$ cat config.mk
export PLATFORM = sky130hd
export DESIGN_NAME = restoring_array_divider
export DESIGN_NICKNAME = d
export VERILOG_FILES = /design/src/rtl/div_pkg.sv /design/src/rtl/div_cell.sv /design/src/rtl/div_row.sv /design/src/rtl/div_array.sv /design/src/rtl/div_sign.sv /design/src/rtl/restoring_array_divider.sv
export SDC_FILE = /design/constraint.sdc
export NUM_CORES = 1
export LEC_CHECK = 0
export ABC_AREA = 1
export BUFFER_PORTS_ARGS = -buffer_cell sky130_fd_sc_hd__buf_2
export CAP_MARGIN = 10
export CORE_MARGIN = 4
export CORE_UTILIZATION = 55
export DETAILED_ROUTE_END_ITERATION = 8
export GPL_ROUTABILITY_DRIVEN = 0
export PLACE_DENSITY_LB_ADDON = 0.1
export SLEW_MARGIN = 30
export SYNTH_ARGS = -nofsm -noshare
export SYNTH_HDL_FRONTEND = slang
export SYNTH_SLANG_ARGS = --single-unit
export TNS_END_PERCENT = 50
$ cat constraint.sdc
create_clock -name vclk -period 17.5
set_input_delay 1.75 -clock vclk [all_inputs]
set_output_delay 1.75 -clock vclk [all_outputs]
set_load 0.01 [all_outputs]
$ cat src/rtl/div_pkg.sv
package div_pkg;

  // Difference bit of a one-bit full subtractor: a - b - bin
  function automatic logic sub_diff(input logic a, input logic b, input logic bin);
    return a ^ b ^ bin;
  endfunction

  // Borrow out of a one-bit full subtractor
  function automatic logic sub_borrow(input logic a, input logic b, input logic bin);
    return (~a & b) | (~(a ^ b) & bin);
  endfunction

  // Sign of a sign-magnitude result from its operand signs
  function automatic logic result_sign(input logic sa, input logic sd);
    return sa ^ sd;
  endfunction

endpackage

$ cat src/rtl/div_cell.sv
module div_cell
  import div_pkg::*;
(
  input  logic s_in,    // partial remainder bit
  input  logic d_in,    // divisor bit
  input  logic b_in,    // borrow from lower column
  input  logic q_sel,   // row quotient bit: 1 keeps the difference
  output logic b_out,   // borrow to upper column
  output logic s_out,   // restored or reduced remainder bit
  output logic d_out    // divisor bit handed to the next row
);
  logic diff;

  always_comb begin
    diff  = sub_diff(s_in, d_in, b_in);
    b_out = sub_borrow(s_in, d_in, b_in);
    s_out = q_sel ? diff : s_in;
    d_out = d_in;
  end
endmodule

$ cat src/rtl/div_row.sv
module div_row
  import div_pkg::*;
#(
  parameter int VW = 3
) (
  input  logic [VW:0]   part,       // trial remainder, one bit wider than divisor
  input  logic [VW-1:0] dvsr,
  output logic          q_bit,
  output logic [VW-1:0] rem_next,
  output logic [VW-1:0] dvsr_pass
);
  localparam int NB = VW + 1;

  logic [NB-1:0] borrow_chain;
  logic          top_borrow;

  assign borrow_chain[0] = 1'b0;

  for (genvar i = 0; i < VW; i++) begin : g_cell
    div_cell u_cell (
      .s_in  (part[i]),
      .d_in  (dvsr[i]),
      .b_in  (borrow_chain[i]),
      .q_sel (q_bit),
      .b_out (borrow_chain[i+1]),
      .s_out (rem_next[i]),
      .d_out (dvsr_pass[i])
    );
  end

  // Top position subtracts an implicit zero divisor bit; only its borrow matters
  assign top_borrow = sub_borrow(part[VW], 1'b0, borrow_chain[VW]);
  assign q_bit      = ~top_borrow;
endmodule

$ cat src/rtl/div_array.sv
module div_array #(
  parameter int DW = 6,
  parameter int VW = 3
) (
  input  logic [DW-1:0] dividend,
  input  logic [VW-1:0] divisor,
  output logic [DW-1:0] quotient,
  output logic [VW-1:0] remainder,
  output logic          dvsr_zero
);
  logic [VW-1:0] rem_chain  [DW+1];
  logic [VW-1:0] dvsr_chain [DW+1];

  assign rem_chain[0]  = '0;
  assign dvsr_chain[0] = divisor;

  // Row k consumes dividend bit DW-1-k and yields the matching quotient bit
  for (genvar k = 0; k < DW; k++) begin : g_row
    div_row #(.VW(VW)) u_row (
      .part      ({rem_chain[k], dividend[DW-1-k]}),
      .dvsr      (dvsr_chain[k]),
      .q_bit     (quotient[DW-1-k]),
      .rem_next  (rem_chain[k+1]),
      .dvsr_pass (dvsr_chain[k+1])
    );
  end

  assign remainder = rem_chain[DW];
  // Zero test taken on the divisor as it leaves the last row
  assign dvsr_zero = (dvsr_chain[DW] == '0);
endmodule

$ cat src/rtl/div_sign.sv
module div_sign
  import div_pkg::*;
#(
  parameter bit SIGN_EN = 1'b1
) (
  input  logic sa,
  input  logic sd,
  output logic sq,
  output logic sr
);
  if (SIGN_EN) begin : g_on
    logic s;
    assign s  = result_sign(sa, sd);
    assign sq = s;
    assign sr = s;
  end else begin : g_off
    logic unused_signs;
    assign unused_signs = sa ^ sd;
    assign sq = 1'b0 & unused_signs;
    assign sr = 1'b0;
  end
endmodule

$ cat src/rtl/restoring_array_divider.sv
module restoring_array_divider #(
  parameter int DW      = 6,
  parameter int VW      = 3,
  parameter bit SIGN_EN = 1'b1
) (
  input  logic [DW-1:0] dividend,
  input  logic [VW-1:0] divisor,
  input  logic          dividend_sign,
  input  logic          divisor_sign,
  output logic [DW-1:0] quotient,
  output logic [VW-1:0] remainder,
  output logic          quotient_sign,
  output logic          remainder_sign,
  output logic          div_by_zero
);
  // Named internal events, visible to the bound checker
  logic [DW-1:0] row_quotient_bits;
  logic [VW-1:0] final_remainder;
  logic          zero_seen;

  div_array #(.DW(DW), .VW(VW)) u_array (
    .dividend  (dividend),
    .divisor   (divisor),
    .quotient  (row_quotient_bits),
    .remainder (final_remainder),
    .dvsr_zero (zero_seen)
  );

  div_sign #(.SIGN_EN(SIGN_EN)) u_sign (
    .sa (dividend_sign),
    .sd (divisor_sign),
    .sq (quotient_sign),
    .sr (remainder_sign)
  );

  assign quotient    = row_quotient_bits;
  assign remainder   = final_remainder;
  assign div_by_zero = zero_seen;
endmodule

## Word level (Yosys, flattened, before mapping)

Index checks and enable logic that the tools add are counted.
W data, S select, Z words.

| word-level totals | value |
|---|---|
| input port bits | 11 |
| logic and storage cells | 132 |
| register bits after elaboration | 0 |

| operators by class | value |
|---|---|
| multiplexer cells | 18 |
| reduce and logical (&&, ||, !) cells | 1 |
| bitwise logic cells | 113 |

Operator list:

| cell | count |
|---|---|
| $not A1 Y1 | 39 |
| $and A1 B1 Y1 | 33 |
| $xor A1 B1 Y1 | 29 |
| $mux W1 | 18 |
| $or A1 B1 Y1 | 12 |
| $logic_not A3 Y1 | 1 |

## Longest topological paths before layout

| logic depth | value |
|---|---|
| depth after elaboration | 47 |
| depth in mapped cells | 37 |
| gate-level depth less buffers | 36 |

## By module

From an unflattened synthesis, not the netlist that was laid out.

| second synthesis, totals | value |
|---|---|
| cells, all modules | 185 |
| area total of the unflattened synthesis | 1061.0 sq um |

Modules (own cells, without submodules):

| module | times used | seq. area each (sq um) | area each (sq um) | cells each |
|---|---|---|---|---|
| div_cell at u_array.g_row[0].u_row.g_cell[0].u_cell ... | 12 | 0.0 | 53.8 | 9 |
| div_cell at u_array.g_row[4].u_row.g_cell[0].u_cell ... | 6 | 0.0 | 50.0 | 8 |
| div_row | 6 | 0.0 | 11.3 | 3 |
| div_sign | 1 | 0.0 | 26.3 | 6 |
| div_array | 1 | 0.0 | 21.3 | 5 |

## Worst setup path after synthesis

OpenSTA, ideal clock, no wires.

| timing | value |
|---|---|
| path kind | input port to output port |
| from | input dividend[5] |
| to | output remainder[2] |
| required time | 15.750 ns |
| slack | 8.203 ns |
| arrival | 7.547 ns |
| path buffers | 1 |
| stages on the path | 36 |
| path through | inv_1 > ha_1 > inv_1 > ha_1 > ha_1 > nand2_1 > o21ai_1 > fa_1 > fa_1 > nand2_4 > o21ai_2 > fa_1 > inv_1 > fa_1 > nand3_4 > nand2_1 > nand2_1 > fa_1 > inv_1 > fa_1 > nand3_4 > nand2_1 > nand2_1 > fa_1 > inv_1 > fa_1 > nand3_4 > nand2_1 > nand2_1 > fa_1 > inv_1 > fa_1 > inv_1 > nand2_1 > nand2_1 > buf_4 |

| between the ends | value |
|---|---|
| word-level cells in the longest chain between the ends | 47 |
| elaborated cells between the ends (all ways) | 104 |

RTL lines:

| element | line | source |
|---|---|---|
| start, declared | restoring_array_divider.sv:6 | `input logic [DW-1:0] dividend,` |
| $not A1 Y1 | div_pkg.sv:10 | `return (~a & b) \| (~(a ^ b) & bin);` |
| $and A1 B1 Y1 (2 in a row) | div_pkg.sv:10 |  |
| $or A1 B1 Y1 | div_pkg.sv:10 |  |
| $and A1 B1 Y1 | div_pkg.sv:10 |  |
| $or A1 B1 Y1 | div_pkg.sv:10 |  |
| $mux W1 | div_cell.sv:17 | `s_out = q_sel ? diff : s_in;` |
| $xor A1 B1 Y1 | div_pkg.sv:5, div_pkg.sv:10 |  |
| $not A1 Y1 | div_pkg.sv:10 |  |
| [30 not listed] | -- |  |
| $xor A1 B1 Y1 | div_pkg.sv:10 |  |
| $not A1 Y1 | div_pkg.sv:10 |  |
| $and A1 B1 Y1 | div_pkg.sv:10 |  |
| $or A1 B1 Y1 | div_pkg.sv:10 |  |
| $and A1 B1 Y1 | div_pkg.sv:10 |  |
| $or A1 B1 Y1 | div_pkg.sv:10 |  |
| $and A1 B1 Y1 | div_pkg.sv:10 |  |
| $mux W1 * | div_cell.sv:17 |  |
| end, declared | restoring_array_divider.sv:11 | `output logic [VW-1:0] remainder,` |

Mark *: on every way between the ends. The rest lies on a longest branch, timed or not.

## Worst setup path after layout

| timing | value |
|---|---|
| from | input divisor[1] |
| to | output remainder[2] |

| between the ends | value |
|---|---|
| word-level cells in the longest chain between the ends | 46 |
| elaborated cells between the ends (all ways) | 102 |

RTL lines:

| element | line | source |
|---|---|---|
| start, declared | restoring_array_divider.sv:7 | `input logic [VW-1:0] divisor,` |
| $not A1 Y1 | div_pkg.sv:10 |  |
| $and A1 B1 Y1 | div_pkg.sv:10 |  |
| $or A1 B1 Y1 | div_pkg.sv:10 |  |
| $and A1 B1 Y1 | div_pkg.sv:10 |  |
| $or A1 B1 Y1 | div_pkg.sv:10 |  |
| $mux W1 | div_cell.sv:17 |  |
| $xor A1 B1 Y1 | div_pkg.sv:5, div_pkg.sv:10 |  |
| $not A1 Y1 | div_pkg.sv:10 |  |
| [30 not listed] | -- |  |
| $xor A1 B1 Y1 | div_pkg.sv:10 |  |
| $not A1 Y1 | div_pkg.sv:10 |  |
| $and A1 B1 Y1 | div_pkg.sv:10 |  |
| $or A1 B1 Y1 | div_pkg.sv:10 |  |
| $and A1 B1 Y1 | div_pkg.sv:10 |  |
| $or A1 B1 Y1 | div_pkg.sv:10 |  |
| $and A1 B1 Y1 | div_pkg.sv:10 |  |
| $mux W1 * | div_cell.sv:17 |  |

Marked as above.

==> flow_summary.rst <==
.. list-table::
   :header-rows: 1

   * - Metric
     - Value
   * - Outcome
     - finished clean
   * - Time the worst path needs with I/O delays and setup
     - 9906 ps
   * - Via count of the first global-routing pass
     - 726
   * - Total global-route track usage
     - 0.1476
   * - Post-synthesis sequential area ratio
     - 0
   * - Initial antenna violation count
     - 0
   * - Number of cells upsized or downsized after cts
     - 0
   * - Post-synthesis area per instance
     - 6.553 sq um
   * - Worst hold margin
     - 3776 ps
   * - Hold Path Class
     - input pin to output port
   * - Maximum VDD drop
     - 0.00007054 V
   * - Startpoint of the most critical setup path
     - divisor[1]
   * - Max-cap check violation count
     - 0
   * - End point of the critical path
     - remainder[2]
   * - Total Negative Setup Slacks
     - 0 ps
   * - Count of hold buffers inserted by post-cts repair
     - 0
   * - Final setup violation count
     - 0
   * - Global route overflow
     - 0
   * - Hold path cells
     - 3
   * - Area enclosed by the die boundary
     - 2371 sq um
   * - Effective utilization at floorplan
     - 0.5909
   * - Filler cell count
     - 154
   * - Number of core rows
     - 14
   * - Top fanout value on the critical path
     - 8
   * - Layout Cells excl Fill
     - 168
   * - Total power consumption of the routed design
     - 95.58 uW
   * - Most repeated library cell on the critical path
     - fa_1
   * - Clk_buf instances
     - 0
   * - RSZ-0062 raised after global routing
     - no
   * - Largest net degree at the start of global routing
     - 9
   * - Syn Nets
     - 168
   * - Static Leakage
     - 0.0006175 uW
   * - Number of routed nets with antenna violations
     - 0
   * - Die outline height
     - 48.70 um
   * - Area grow syn2layout
     - 6.593%
   * - Max Freq
     - 0.1009 GHz
   * - Critical Path End Type
     - output port
   * - Number of flip-flops and latches
     - 0
   * - Cell area after synthesis
     - 910.9 sq um
   * - Final nets
     - 183
   * - Max-slew violation count
     - 0
   * - Average via count per standard cell
     - 4.940
   * - Clock share of power
     - 0
   * - Layout cell share with drive strength beyond 1
     - 0.2500
   * - Die span in x
     - 48.70 um
   * - Post-CTS setup repair buffer count
     - 0
   * - Diode count
     - 0
   * - Top-Level Pins
     - 23
   * - Worst slew pin tran
     - 326.1 ps
   * - Power density over cell area
     - 98.44 nW/um^2
   * - Startpoint type of the worst setup path
     - input pin
   * - Detailed-placement wirelength estimate
     - 1533 um
   * - Count of synthesis-stage warnings from yosys
     - 0
   * - Synthesized instance count
     - 139
   * - Drt first-iter violations
     - 16
   * - Sequential share of power
     - 0
   * - Power dissipated by switching net loads
     - 58.77 uW
   * - Sequential cell area
     - 0 sq um
   * - Slew headroom
     - 0.7824
   * - Detailed-routing iteration count for the pre-antenna-repair pass
     - 2
   * - Number of distinct library cell variants in the gate-level netlist after synthesis
     - 18
   * - Proportion of power drawn by combinational gates
     - 1.000
   * - Worst Path Arrival
     - 8160 ps
   * - Switching portion of total power
     - 0.6149
   * - Global-route wire length before repair
     - 3015 um
   * - Core area
     - 1541 sq um
   * - WS Path Type
     - input pin to output port
   * - Vias after detailed routing
     - 830
   * - Count of port buffers added during placement
     - 23
   * - Cell-internal power
     - 36.80 uW
   * - Required time at the worst-slack endpoint
     - 15750 ps
   * - Post-DR wirelength/cell
     - 10.38 um
   * - Period utilization
     - 0.5661
   * - Cell Count Post-Placement
     - 168
   * - Cell with the biggest individual delay on the critical path
     - fa_1
   * - Worst path max stage delay
     - 430 ps
   * - Number of remaining DRC errors
     - 0
   * - Number of hold-slack violations in the final timing report
     - 0
   * - Total detailed-routing wirelength
     - 1744 um
## cell type report
class	instances	area, sq um	share of cell area
Multi-Input combinational cell	93	700.7	0.7216
Inverter	36	135.1	0.1392
Timing Repair Buffer	23	115.1	0.1186
Tap cell	16	20.02	0.02062
## cell usage after synthesis (2+ instances only)
cell	number	area, sq um
buf_4	10	75.07
fa_1	10	200.2
ha_1	8	100.1
inv_1	36	135.1
nand2_1	39	146.4
nand2_2	7	43.79
nand2_4	2	22.52
nand3_1	12	60.06
nand3_4	3	52.55
nand4_1	3	18.77
nor2_1	2	7.510
## layer usage
layer / share of wire / up-vias / global-route usage
met5: 0 / - / 0
met4: 0 / 0 / 0.008969
met3: 0.044 / 0 / 0.009202
met2: 0.48 / 17 / 0.2609
met1: 0.48 / 378 / 0.2045
li1: - / 435 / -
## power groups by stage
| stage | Sequential (uW) | Clock, uW | Combinational, uW |
|---|---|---|---|
| 6_report | 0 | 0 | 95.6 |
| 3_5_place_dp | 0 | 0 | 95.8 |
| 2_1_floorplan | 0 | 0 | 86.7 |
| 3_3_place_gp | 0 | 0 | 93.4 |
| 5_1_grt | 0 | 0 | 109 |
| 4_1_cts | 0 | 0 | 96.3 |
## cells in the final DEF, fill, tap and decap left out, drive strengths merged
master	count
nand2	48
inv	36
buf	23
nand3	16
fa	10
ha	8
nand4	3
nor2	3
o21ai	3
xor2	1
nor3	1
## cells by family (layout without fill, tap and decap cells)
group | Yosys count | in the layout | share of synthesized area
AND/OR/NAND/NOR | 71 | 71 | 0.4093
AO/OA/AOI/OAI | 3 | 3 | 0.02060
adder cells (fa/ha/maj) | 18 | 18 | 0.3297
XOR/XNOR | 1 | 1 | 0.009617
buffers and inverters | 46 | 59 | 0.2308
## worst min-delay path by stage
stage | startpoint | to
6_report | dividend_sign | remainder_sign
5_1_grt | dividend_sign | quotient_sign
4_1_cts | dividend_sign | remainder_sign
3_5_place_dp | dividend_sign | remainder_sign
3_3_place_gp | dividend_sign | quotient_sign
2_1_floorplan | divisor[0] | div_by_zero
## stage by stage
| stage | util | setup WS, ps | instance area, sq um |
|---|---|---|---|
| CTS | 0.6299 | 7570 | 970.9 |
| global route | 0.6299 | 7084 | 970.9 |
| detailed placement | 0.6299 | 7596 | 970.9 |
| floorplan | - | 8203 | 910.9 |
| global placement | 0.6299 | 7738 | 970.9 |
| finish | 0.6299 | 7594 | 970.9 |
## critical path, delay by kind of cell
family | cells | cell delay (ps)
fa+ha+maj | 12 | 4140
simple gates | 12 | 1140
buf+inv | 8 | 860
compound gates | 2 | 240
No activity file was read; power rests on OpenSTA's default activity.
